$ cat src/rtl/trim_pkg.sv
package trim_pkg;

    localparam int IW = 30;
    localparam int AW = IW + 1;

    typedef logic [IW-1:0] interval_t;
    typedef logic [AW-1:0] acc_t;

    typedef struct packed {
        logic      unit_ns;
        interval_t interval;
    } freq_reg_t;

    typedef struct packed {
        logic enable;
        logic slow;
    } cfg_reg_t;

    typedef struct packed {
        logic pulse;
        logic slow;
    } corr_t;

    // per-clock increment in the selected unit
    function automatic acc_t step_for(input logic unit_ns, input int period_ps);
        return unit_ns ? acc_t'(period_ps / 1000) : acc_t'(period_ps);
    endfunction

    // surplus after a pulse; cleared when it would still reach the spacing
    function automatic acc_t carry_after(input acc_t sum, input interval_t iv);
        acc_t rem;
        rem = sum - {1'b0, iv};
        return (rem >= {1'b0, iv}) ? '0 : rem;
    endfunction

endpackage

$ cat src/rtl/trim_regs.sv
module trim_regs
    import trim_pkg::*;
(
    input  logic      clk,
    input  logic      rst,
    input  logic      freq_wr,
    input  freq_reg_t freq_wdata,
    input  logic      cfg_wr,
    input  cfg_reg_t  cfg_wdata,
    output freq_reg_t freq_q,
    output cfg_reg_t  cfg_q
);

    always_ff @(posedge clk) begin
        if (rst) begin
            freq_q <= '0;
            cfg_q  <= '0;
        end else begin
            if (freq_wr) freq_q <= freq_wdata;
            if (cfg_wr)  cfg_q  <= cfg_wdata;
        end
    end

endmodule

$ cat src/rtl/trim_accum.sv
module trim_accum
    import trim_pkg::*;
#(
    parameter int PERIOD_PS = 5000
) (
    input  logic      clk,
    input  logic      rst,
    input  logic      restart,
    input  freq_reg_t freq_q,
    input  cfg_reg_t  cfg_q,
    output acc_t      acc_q,
    output logic      hit
);

    localparam acc_t STEP_PS = step_for(1'b0, PERIOD_PS);
    localparam acc_t STEP_NS = step_for(1'b1, PERIOD_PS);

    acc_t step;
    acc_t sum;
    acc_t acc_d;
    logic active;

    always_comb begin
        step   = freq_q.unit_ns ? STEP_NS : STEP_PS;
        sum    = acc_q + step;
        active = cfg_q.enable && (freq_q.interval != '0) && !restart;
        hit    = active && (sum >= {1'b0, freq_q.interval});
        if (!active)
            acc_d = '0;
        else if (hit)
            acc_d = carry_after(sum, freq_q.interval);
        else
            acc_d = sum;
    end

    always_ff @(posedge clk) begin
        if (rst) acc_q <= '0;
        else     acc_q <= acc_d;
    end

endmodule

$ cat src/rtl/trim_pulse_out.sv
module trim_pulse_out
    import trim_pkg::*;
(
    input  logic  clk,
    input  logic  rst,
    input  logic  hit,
    input  logic  slow,
    output corr_t corr_q
);

    always_ff @(posedge clk) begin
        if (rst) begin
            corr_q <= '0;
        end else begin
            corr_q.pulse <= hit;
            corr_q.slow  <= hit & slow;
        end
    end

endmodule

$ cat src/rtl/fine_trim_unit.sv
module fine_trim_unit
    import trim_pkg::*;
#(
    parameter int PERIOD_PS = 5000
) (
    input  logic          clk,
    input  logic          rst,
    input  logic          freq_wr,
    input  logic          freq_unit_ns,
    input  logic [IW-1:0] freq_interval,
    input  logic          cfg_wr,
    input  logic          cfg_enable,
    input  logic          cfg_slow,
    output logic          corr_pulse,
    output logic          corr_slow
);

    freq_reg_t freq_q;
    cfg_reg_t  cfg_q;
    acc_t      acc_q;
    logic      hit;
    corr_t     corr_q;

    logic      en_q;
    interval_t interval_q;

    trim_regs u_regs (
        .clk        (clk),
        .rst        (rst),
        .freq_wr    (freq_wr),
        .freq_wdata ('{unit_ns: freq_unit_ns, interval: freq_interval}),
        .cfg_wr     (cfg_wr),
        .cfg_wdata  ('{enable: cfg_enable, slow: cfg_slow}),
        .freq_q     (freq_q),
        .cfg_q      (cfg_q)
    );

    trim_accum #(.PERIOD_PS(PERIOD_PS)) u_accum (
        .clk     (clk),
        .rst     (rst),
        .restart (freq_wr),
        .freq_q  (freq_q),
        .cfg_q   (cfg_q),
        .acc_q   (acc_q),
        .hit     (hit)
    );

    trim_pulse_out u_out (
        .clk    (clk),
        .rst    (rst),
        .hit    (hit),
        .slow   (cfg_q.slow),
        .corr_q (corr_q)
    );

    assign corr_pulse = corr_q.pulse;
    assign corr_slow  = corr_q.slow;
    assign en_q       = cfg_q.enable;
    assign interval_q = freq_q.interval;

endmodule

$ cat config.mk
export PLATFORM = sky130hd
export DESIGN_NAME = fine_trim_unit
export DESIGN_NICKNAME = d
export VERILOG_FILES = /design/src/rtl/trim_pkg.sv /design/src/rtl/trim_regs.sv /design/src/rtl/trim_accum.sv /design/src/rtl/trim_pulse_out.sv /design/src/rtl/fine_trim_unit.sv
export SDC_FILE = /design/constraint.sdc
export NUM_CORES = 1
export LEC_CHECK = 0
export BUFFER_PORTS_ARGS = -buffer_cell sky130_fd_sc_hd__buf_2
export CORE_MARGIN = 2
export CORE_UTILIZATION = 65
export CTS_BUF_LIST = sky130_fd_sc_hd__clkbuf_8
export CTS_CLUSTER_DIAMETER = 30
export DETAILED_ROUTE_END_ITERATION = 16
export GPL_TIMING_DRIVEN = 0
export PLACE_DENSITY = 0.89
export SLEW_MARGIN = 20
export SYNTH_ARGS = -nofsm -noshare
export SYNTH_HDL_FRONTEND = slang
export SYNTH_SLANG_ARGS = --single-unit
$ cat constraint.sdc
create_clock -name clk -period 9.55 [get_ports clk]
set_input_delay 1.4325 -clock clk [delete_from_list [all_inputs] [get_ports clk]]
set_output_delay 1.4325 -clock clk [all_outputs]
set_load 0.02 [all_outputs]
==> results of run 1 <==
==> kinds of logic after synthesis <==
| kind of cell | count (synthesis) |
|---|---|
| muxes | 33 |
| DFF | 66 |
| and+or+nand+nor | 183 |
| buffers and inverters | 68 |
| xor gates and xnor gates | 55 |
| adders and majority gates | 69 |
| AOI/OAI and AO/OA | 158 |
| other | 1 |
==> flip-flops by register name (all words and copies together), names as in the netlist <==
name           count
u_accum.acc_q     31
u_out.corr_q       2
u_regs.cfg_q       2
u_regs.freq_q     31
==> cell type report <==
| class | count | area, um^2 |
|---|---|---|
| plain buffers | 21 | 119 |
| well taps | 105 | 131 |
| multi-input cells | 499 | 3820 |
| inverters | 47 | 176 |
| clock buffers | 9 | 124 |
| fillers | 635 | 2240 |
| flip-flops and latches | 66 | 1320 |
| clock inverters | 7 | 62.6 |
| repair buffers | 36 | 180 |
==> worst max-delay path: stages (launching register included) <==
cell and delay, ns:
dfxtp_1 0.41, inv_1 0.16, ha_1 0.39, nor2b_1 0.21, nor2_1 0.09, o31ai_1 0.41
a21oi_1 0.17, o21bai_1 0.90, nor2b_1 0.31, xnor2_1 0.19, ha_1 0.35, a41oi_1 0.25
o31ai_1 0.13, a221o_1 0.28, a221o_2 0.44, xor2_1 0.18, ha_1 0.30, and4_1 0.17
nand4_1 0.23, nor4_1 0.41, o41ai_1 0.19, o21ai_1 0.16, o31ai_1 0.11, a31o_1 0.26
and2_1 0.18, buf_6 0.15, buf_6 0.15, a32o_1 0.27
==> placed cells by master, fill, tap and decap left out, types with 14 or more instances in the layout <==
cell type,n
a21o_1,21
a21oi_1,31
a32o_1,25
buf_2,41
dfxtp_1,66
ha_1,68
inv_1,49
mux2i_1,33
nand2_1,25
nand3_1,17
nand4_1,15
nor2_1,68
o21ai_0,15
xnor2_1,40
xor2_1,14
==> how the worst max path moves through the flow <==
| stage | from | to | slack (ns) | depth (start not counted) |
|---|---|---|---|---|
| after floorplan | u_regs.freq_q[30] | u_accum.acc_q[13] | 3.80 | 27 |
| after global placement | u_regs.freq_q[30] | u_accum.acc_q[11] | 2.41 | 28 |
| after detailed placement | u_regs.freq_q[30] | u_accum.acc_q[11] | 2.28 | 27 |
| after CTS | u_regs.freq_q[30] | u_accum.acc_q[15] | 2.18 | 28 |
| after global routing | u_regs.freq_q[30] | u_accum.acc_q[14] | 1.58 | 27 |
| final | u_regs.freq_q[30] | u_accum.acc_q[15] | 1.99 | 27 |
==> report_power, final <==
part | internal (W) | switching, W | total [W]
Combinational | 0.000116 | 0.000159 | 0.000275
Clock | 0.000118 | 0.000118 | 0.000236
Sequential | 0.000284 | 0.00000816 | 0.000293
Total | 0.000518 | 0.000285 | 0.000803
==> through the flow <==
stage	total power [W]	std cells	area [um^2]	setup WS [ns]	hold slack, ns
after floorplan	0.000499	633	5440	3.80	0.429
after global placement	0.000555	774	5750	2.41	0.434
after detailed placement	0.000564	774	5750	2.28	0.469
after CTS	0.000799	790	5940	2.18	0.488
after global routing	0.000849	790	5940	1.58	0.508
final	0.000803	790	5940	1.99	0.479
==> routing by layer <==
metal / GRT usage / vias up / wire length (um)
met5: 0 / - / 0
met4: 0.171 / 0 / 592
met3: 0.0656 / 54 / 785
met2: 0.556 / 174 / 6720
met1: 0.397 / 2363 / 6040
li1: - / 2434 / -
==> flow_metrics.env, run 1 <==
export IMPL_clk_latency_ns=0.36
export IMPL_grt_pass1_wl_um=23300
export IMPL_diodes=0
export IMPL_endpoint_kind="flip-flop"
export IMPL_rsz0062_at_grt="false"
export IMPL_synth_mux_area_frac=0.0607
export IMPL_dp_hpwl_um=11200
export IMPL_grt_max_degree=12
export IMPL_async_flop_share=0
export IMPL_synthTopCellsByArea="dfxtp_1, ha_1, xnor2_1"
export IMPL_max_freq_mhz=132
export IMPL_hold_viol_final=0
export IMPL_period_needed_ns=7.56
export IMPL_min_delay_start="u_regs.cfg_q[0]"
export IMPL_skew_ns=0.0135
export IMPL_ff2ff_path_depth=27
export IMPL_final_setup_tns_ns=0
export IMPL_slew_headroom=0.238
export IMPL_grt_pass1_vias=5013
export IMPL_clkTransAtPathRegs_ns=0.08
export IMPL_yosys_area_share_adder=0.160
export IMPL_power_density_nw_per_um2=135
export IMPL_final_nets=786
export IMPL_drive_above_1_share=0.109
export IMPL_via_per_inst=6.36
export IMPL_dr_pass1_iters=5
export IMPL_ir_drop_uv=91.2
export IMPL_ioPinCount=39
export IMPL_wl_per_cell_um=17.9
export IMPL_synth_edf_count=0
export IMPL_cts_sinks=66
export IMPL_utilization=0.726
export IMPL_drtIter0Drc=327
export IMPL_syn_avg_cell_area_um2=8.59
export IMPL_area_growth_pct=9.16
export IMPL_cts_htree_levels=3
export IMPL_root_buffer="clkbuf_8"
export IMPL_worst_pin_slew_ns=1.14
export IMPL_drc=0
export IMPL_start_util=0.665
export IMPL_die_w_um=95.5
export IMPL_die_area_um2=9110
export IMPL_synthCells=633
export IMPL_slew_violations=0
export IMPL_ys_seq_area_frac=0.243
export IMPL_holdBufCountCts=0
export IMPL_holdPathEnd="u_out.corr_q[0]"
export IMPL_synth_cell_types=67
export IMPL_synth_main_ff_cell="dfxtp_1"
export IMPL_cts_resized=0
export IMPL_timing_rr_start="u_regs.freq_q[30]"
export IMPL_core_um2=8180
export IMPL_whs_path_depth=1
export IMPL_vias=5025
export IMPL_synthSimpleGateAreaFrac=0.172
export IMPL_numCtsBuffers=9
export IMPL_syn_area_um2=5440
export IMPL_min_period_over_period=0.791
export IMPL_r2r_end="u_accum.acc_q[15]"
export IMPL_synth_seq_cells=66
export IMPL_cts_path_max_buffers=2
export IMPL_finalSetupViolations=0
export IMPL_crit_arrival_ns=7.80
export IMPL_rows=33
export IMPL_ys_warn_count=0
export IMPL_synth_xor_area_share=0.0900
export IMPL_r2r_setup_slack_ns=1.99
export IMPL_crit_fanout=10
export IMPL_syn_num_nets=739
export IMPL_drv_cap=0
export IMPL_cp_required_ns=9.79
export IMPL_leakage_nw=2.65
export IMPL_criticalPathCategory="reg2reg"
export IMPL_yosysTopAreaCell="dfxtp_1"
export IMPL_antenna_found_initial=1
export IMPL_drt_total_wl_um=14100
export IMPL_grtUsageTotal=0.330
export IMPL_setup_worst_path_start_class="flip-flop"
export IMPL_synth_top_family_by_area="compound AO/OA/AOI/OAI gates"
export IMPL_drtAntennaViolNets=0
export IMPL_synth_compound_area_frac=0.220
export IMPL_io_buffers=36
export IMPL_gr_total_overflow=0
export IMPL_cts_setup_buffers=0
export IMPL_die_h_um=95.5
export IMPL_synth_common_cells="ha_1, nor2_1, dfxtp_1"
export IMPL_cts_tree="yes"
export IMPL_yosysTopAreaCellShare=0.243
export IMPL_place_congestion=0.986
export IMPL_outcome="finished, final reports clean"
export IMPL_min_path_type="reg2reg"
Power figures use the tool's default switching activity.
==> run 2, diff against run 1 <==
CORE_UTILIZATION = 57   (was 65)
PLACE_DENSITY = 0.83   (was 0.89)
clock period = 6.2 ns   (was 9.55 ns; I/O delays follow)
==> run 2 against run 1 <==
Die area rose by 13%. First-iteration DRC count fell by 10%. Clock-buffer cell count rose by 2. Non-clock buffer count rose by 15. Critical path type unchanged.
==> flow_metrics.env, run 2 (synthesized netlist as in run 1, its figures left out) <==
export IMPL_via_per_inst=6.11
export IMPL_final_setup_tns_ns=0
export IMPL_hold_slack_ns=0.465
export IMPL_place_congestion=0.993
export IMPL_drc=0
export IMPL_gr_total_overflow=0
export IMPL_finalSetupViolations=0
export IMPL_final_common_cell="nor2_1"
export IMPL_diodes=0
export IMPL_die_area_um2=10300
export IMPL_drv_cap=0
export IMPL_grtUsageTotal=0.285
export IMPL_worst_pin_slew_ns=0.780
export IMPL_criticalPathCategory="reg2reg"
export IMPL_grt_pass1_vias=4872
export IMPL_drtIter0Drc=294
export IMPL_ioPinCount=39
export IMPL_root_buffer="clkbuf_8"
export IMPL_core_um2=9240
export IMPL_die_h_um=102
export IMPL_drive_above_1_share=0.179
export IMPL_skew_ns=0.0198
export IMPL_cts_sinks=66
export IMPL_stdcell_area_um2=6350
export IMPL_outcome="finished, final reports clean"
export IMPL_drt_total_wl_um=14900
export IMPL_area_growth_pct=16.8
export IMPL_crit_arrival_ns=6.36
export IMPL_drtAntennaViolNets=0
export IMPL_hold_viol_final=0
export IMPL_io_buffers=36
export IMPL_min_period_over_period=0.987
export IMPL_power_density_nw_per_um2=204
export IMPL_min_path_type="reg2reg"
export IMPL_slew_violations=0
export IMPL_cts_tree="yes"
export IMPL_grt_max_degree=13
export IMPL_dpl_instance_area_um2=5780
export IMPL_cp_slowest_cell="dfxtp_4"
export IMPL_start_util=0.588
export IMPL_antenna_found_initial=0
export IMPL_final_nets=801
export IMPL_cp_required_ns=6.45
export IMPL_reg_largest_list="u_accum.acc_q: 31 flops, u_regs.freq_q: 31 flops"
export IMPL_vias=5064
export IMPL_crit_fanout=10
export IMPL_cts_htree_levels=3
export IMPL_setup_worst_path_start_class="flip-flop"
export IMPL_rows=35
export IMPL_slew_headroom=0.480
export IMPL_cp_top_family="compound AO/OA/AOI/OAI gates"
export IMPL_slowest_delay_ns=0.38
export IMPL_cts_path_max_buffers=2
export IMPL_grt_pass1_wl_um=23000
export IMPL_die_w_um=102
export IMPL_layout_common_cells="nor2_1, dfxtp_1, ha_1"
export IMPL_period_needed_ns=6.12
export IMPL_endpoint_kind="flip-flop"
export IMPL_dp_hpwl_um=11100
export IMPL_numCtsBuffers=9
export IMPL_ir_drop_uv=137
export IMPL_clkTransAtPathRegs_ns=0.09
export IMPL_holdBufCountCts=0
export IMPL_leakage_nw=2.77
export IMPL_dr_pass1_iters=6
export IMPL_cp_num_buf_inv=3
export IMPL_wl_per_cell_um=17.9
export IMPL_clk_latency_ns=0.36
export IMPL_max_freq_mhz=163
==> run 2: cell types whose count changed in the layout (fill, tap and decap cells not counted), moves of 3 or more <==
cell     delta
a21oi_1     -6
o31ai_1     -3
ha_4        +6
buf_4      +14
ha_1        -8
o31ai_2     +3
inv_1       -3
a21oi_2     +6
==> run 2: area by class of cell <==
class	count	area, um^2
timing repair buffer	51	297
sequential	66	1330
tap	129	161
fill	725	2890
inverter	47	179
clock inverter	5	60.1
clock buffer	11	151
buffer	21	128
multi-input combinational	499	4050
==> run 2: timing repair <==
| action | in CTS | in global routing |
|---|---|---|
| setup buffers | 6 | 9 |
| cloned | 0 | 0 |
| setup endpoints to repair | 30 | 28 |
| resized for setup | 10 | 37 |
| pin swaps | 6 | 17 |
==> run 2: path summary, 6_finish.rpt <==
kind                     start           endpoint  slack (ns)  depth (start not counted)
max          u_regs.freq_q[30]  u_accum.acc_q[13]        0.08                         28
min            u_regs.cfg_q[0]    u_out.corr_q[0]        0.47                          1
max reg2reg  u_regs.freq_q[30]  u_accum.acc_q[13]        0.08                         28
min reg2reg    u_regs.cfg_q[0]    u_out.corr_q[0]        0.47                          1
==> run 2: worst register-to-register path, delay by kind of cell, from the launching register on <==
kind	cells	cell delay [ns]
simple gates	7	1.28
buf+inv	3	0.42
fa+ha+maj	3	0.92
xor+xnor	2	0.42
compound gates	13	2.58
flops	1	0.38
==> run 2: through the flow <==
stage,total power [W],std cells,setup WS (ns),utilization
finish,0.00130,829,0.0833,0.687
global route,0.00137,829,-0.110,0.687
CTS,0.00127,820,0.0928,0.659
detailed placement,0.000868,798,-0.995,0.625
global placement,0.000855,798,-0.932,0.625
floorplan,0.000769,633,0.454,-
==> run 2: power breakdown <==
group,switching [W],total (W),internal [W]
Clock,0.000186,0.000396,0.000209
Sequential,0.0000130,0.000451,0.000438
Combinational,0.000257,0.000449,0.000192
Total,0.000457,0.00130,0.000839
==> run 2: metal layers <==
layer | wire (um) | part of all wire | vias up | track usage
met1 | 6280 | 0.42 | 2386 | 0.347
met4 | 381 | 0.026 | 0 | 0.103
met5 | 0 | 0 | - | 0
met2 | 7300 | 0.49 | 181 | 0.506
met3 | 902 | 0.061 | 38 | 0.0435
li1 | - | - | 2459 | -
==> run 3, diff against run 2 <==
PLACE_DENSITY = 0.8   (was 0.83)
==> run 3 against run 2 <==
Maximum frequency down 0.38%. Clock power shrank 14%. Global-route usage is 0.43 points higher. Clock-buffer cell count fell by 2. Worst hold slack better by 0.024 ns. First-iteration DRC count up 23%. Register-to-register slack got worse by 0.02 ns. Setup slack worse by 0.023 ns. Die area is the same. Largest cell class unchanged. Highest routed layer unchanged.
==> flow_metrics.env, run 3 (synthesized netlist as in run 1, its figures left out) <==
export IMPL_core_um2=9240
export IMPL_final_nets=803
export IMPL_wl_per_cell_um=19.0
export IMPL_drtIter0Drc=361
export IMPL_antenna_found_initial=0
export IMPL_worst_pin_slew_ns=0.743
export IMPL_area_growth_pct=20.2
export IMPL_outcome="finished, final reports clean"
export IMPL_layout_common_cells="nor2_1, dfxtp_1, ha_1"
export IMPL_io_buffers=36
export IMPL_min_period_over_period=0.990
export IMPL_stdcell_area_um2=6540
export IMPL_fill_cells=704
export IMPL_cts_tree="yes"
export IMPL_multi_input_area_um2=4240
export IMPL_drv_cap=0
export IMPL_slew_violations=0
export IMPL_ir_drop_uv=154
export IMPL_cts_path_max_buffers=2
export IMPL_root_buffer="clkbuf_8"
export IMPL_dpl_instance_area_um2=5780
export IMPL_grt_pass1_vias=4841
export IMPL_dp_hpwl_um=11300
export IMPL_cp_required_ns=6.43
export IMPL_max_freq_mhz=163
export IMPL_rows=35
export IMPL_die_area_um2=10300
export IMPL_grtUsageTotal=0.289
export IMPL_cts_htree_levels=3
export IMPL_leakage_nw=2.82
export IMPL_setup_worst_path_start_class="flip-flop"
export IMPL_criticalPathCategory="reg2reg"
export IMPL_reg_largest_list="u_accum.acc_q: 31 flops, u_regs.freq_q: 31 flops"
export IMPL_drc=0
export IMPL_start_util=0.588
export IMPL_period_needed_ns=6.14
export IMPL_drive_above_1_share=0.204
export IMPL_numCtsBuffers=9
export IMPL_via_per_inst=6.26
export IMPL_drt_total_wl_um=15800
export IMPL_holdBufCountCts=0
export IMPL_min_path_type="reg2reg"
export IMPL_grt_pass1_wl_um=23400
export IMPL_seq_area_um2=1330
export IMPL_final_common_cell="nor2_1"
export IMPL_power_density_nw_per_um2=193
export IMPL_ioPinCount=39
export IMPL_slew_headroom=0.504
export IMPL_skew_ns=0.0140
export IMPL_die_w_um=102
export IMPL_cts_sinks=66
export IMPL_crit_arrival_ns=6.37
export IMPL_clk_latency_ns=0.35
export IMPL_place_congestion=0.947
export IMPL_utilization=0.708
export IMPL_endpoint_kind="flip-flop"
export IMPL_hold_viol_final=0
export IMPL_diodes=0
export IMPL_r2r_setup_slack_ns=0.06
export IMPL_crit_fanout=10
export IMPL_dr_pass1_iters=5
export IMPL_drtAntennaViolNets=0
export IMPL_vias=5205
export IMPL_gr_total_overflow=0
export IMPL_grt_max_degree=14
export IMPL_finalSetupViolations=0
export IMPL_die_h_um=102
export IMPL_clkTransAtPathRegs_ns=0.09
==> run 3: cell count changes in the layout (fill, tap and decap cells not counted), sizes merged <==
cell / previous run / this run
clkinv: 2 / 3
clkinvlp: 1 / 2
bufinv: 1 / 0
buf: 63 / 67
inv: 48 / 49
clkbuf: 20 / 16
==> run 3: layout make-up <==
class / count / area share
Buffer: 19 / 0.0172
Inverter: 47 / 0.0274
Multi-Input combinational cell: 499 / 0.648
Tap cell: 129 / 0.0247
Clock buffer: 9 / 0.0189
Clock inverter: 7 / 0.00823
Sequential cell: 66 / 0.203
Timing Repair Buffer: 55 / 0.0524
==> run 3: timing repair <==
| action | in CTS | in global routing |
|---|---|---|
| buffers inserted | 5 | 14 |
| pin swaps | 5 | 27 |
| setup endpoints to repair | 30 | 30 |
| resized for setup | 14 | 61 |
==> run 3: routing by layer <==
layer | routed length (um) | up-vias | part of all wire | GRT usage
met2 | 7600 | 240 | 0.48 | 0.492
met4 | 562 | 0 | 0.036 | 0.119
met5 | 0 | - | 0 | 0
met1 | 6380 | 2464 | 0.40 | 0.359
li1 | - | 2451 | - | -
met3 | 1230 | 50 | 0.078 | 0.0518
==> run 3: per-stage QoR <==
step / worst slack [ns] / setup TNS, ns / hold WS [ns] / instances / total power (W)
floorplan: 0.454 / 0 / 0.429 / 633 / 0.000769
CTS: 0.0844 / 0 / 0.463 / 819 / 0.00121
finish: 0.0602 / 0 / 0.489 / 831 / 0.00126
detailed placement: -1.08 / -29.95 / 0.443 / 798 / 0.000869
global route: -0.108 / -1.39 / 0.515 / 831 / 0.00133
global placement: -0.924 / -25.13 / 0.433 / 798 / 0.000855
==> run 3: worst paths after layout <==
check | cells after the start | from | end
worst max register to register | 26 | u_regs.freq_q[30] | u_accum.acc_q[9]
worst min-delay path | 1 | u_regs.cfg_q[0] | u_out.corr_q[0]
worst max-delay path | 26 | u_regs.freq_q[30] | u_accum.acc_q[9]
worst min register to register | 1 | u_regs.cfg_q[0] | u_out.corr_q[0]
==> run 3: critical path: stages, from the launching register on <==
cell and delay (ns):
dfxtp_4 0.40, inv_4 0.08, ha_4 0.31, nand3_2 0.10, a21oi_2 0.18, a311o_1 0.28
a41o_4 0.27, nand2_1 0.11, xnor2_2 0.26, ha_4 0.28, a21oi_1 0.22, o21ai_1 0.16
a221o_1 0.35, a221o_2 0.41, xor2_2 0.17, ha_1 0.30, and4_1 0.19, nand4_1 0.20
nor4_2 0.37, o41ai_2 0.14, o21ai_1 0.15, o31ai_2 0.09, a31o_1 0.24, and2_1 0.17
buf_6 0.15, buf_6 0.15, a32o_1 0.27
==> run 3: report_power, final <==
group | switching (W) | internal (W)
combinational | 0.000267 | 0.000201
clock | 0.000193 | 0.000148
sequential | 0.0000134 | 0.000438
total | 0.000474 | 0.000787
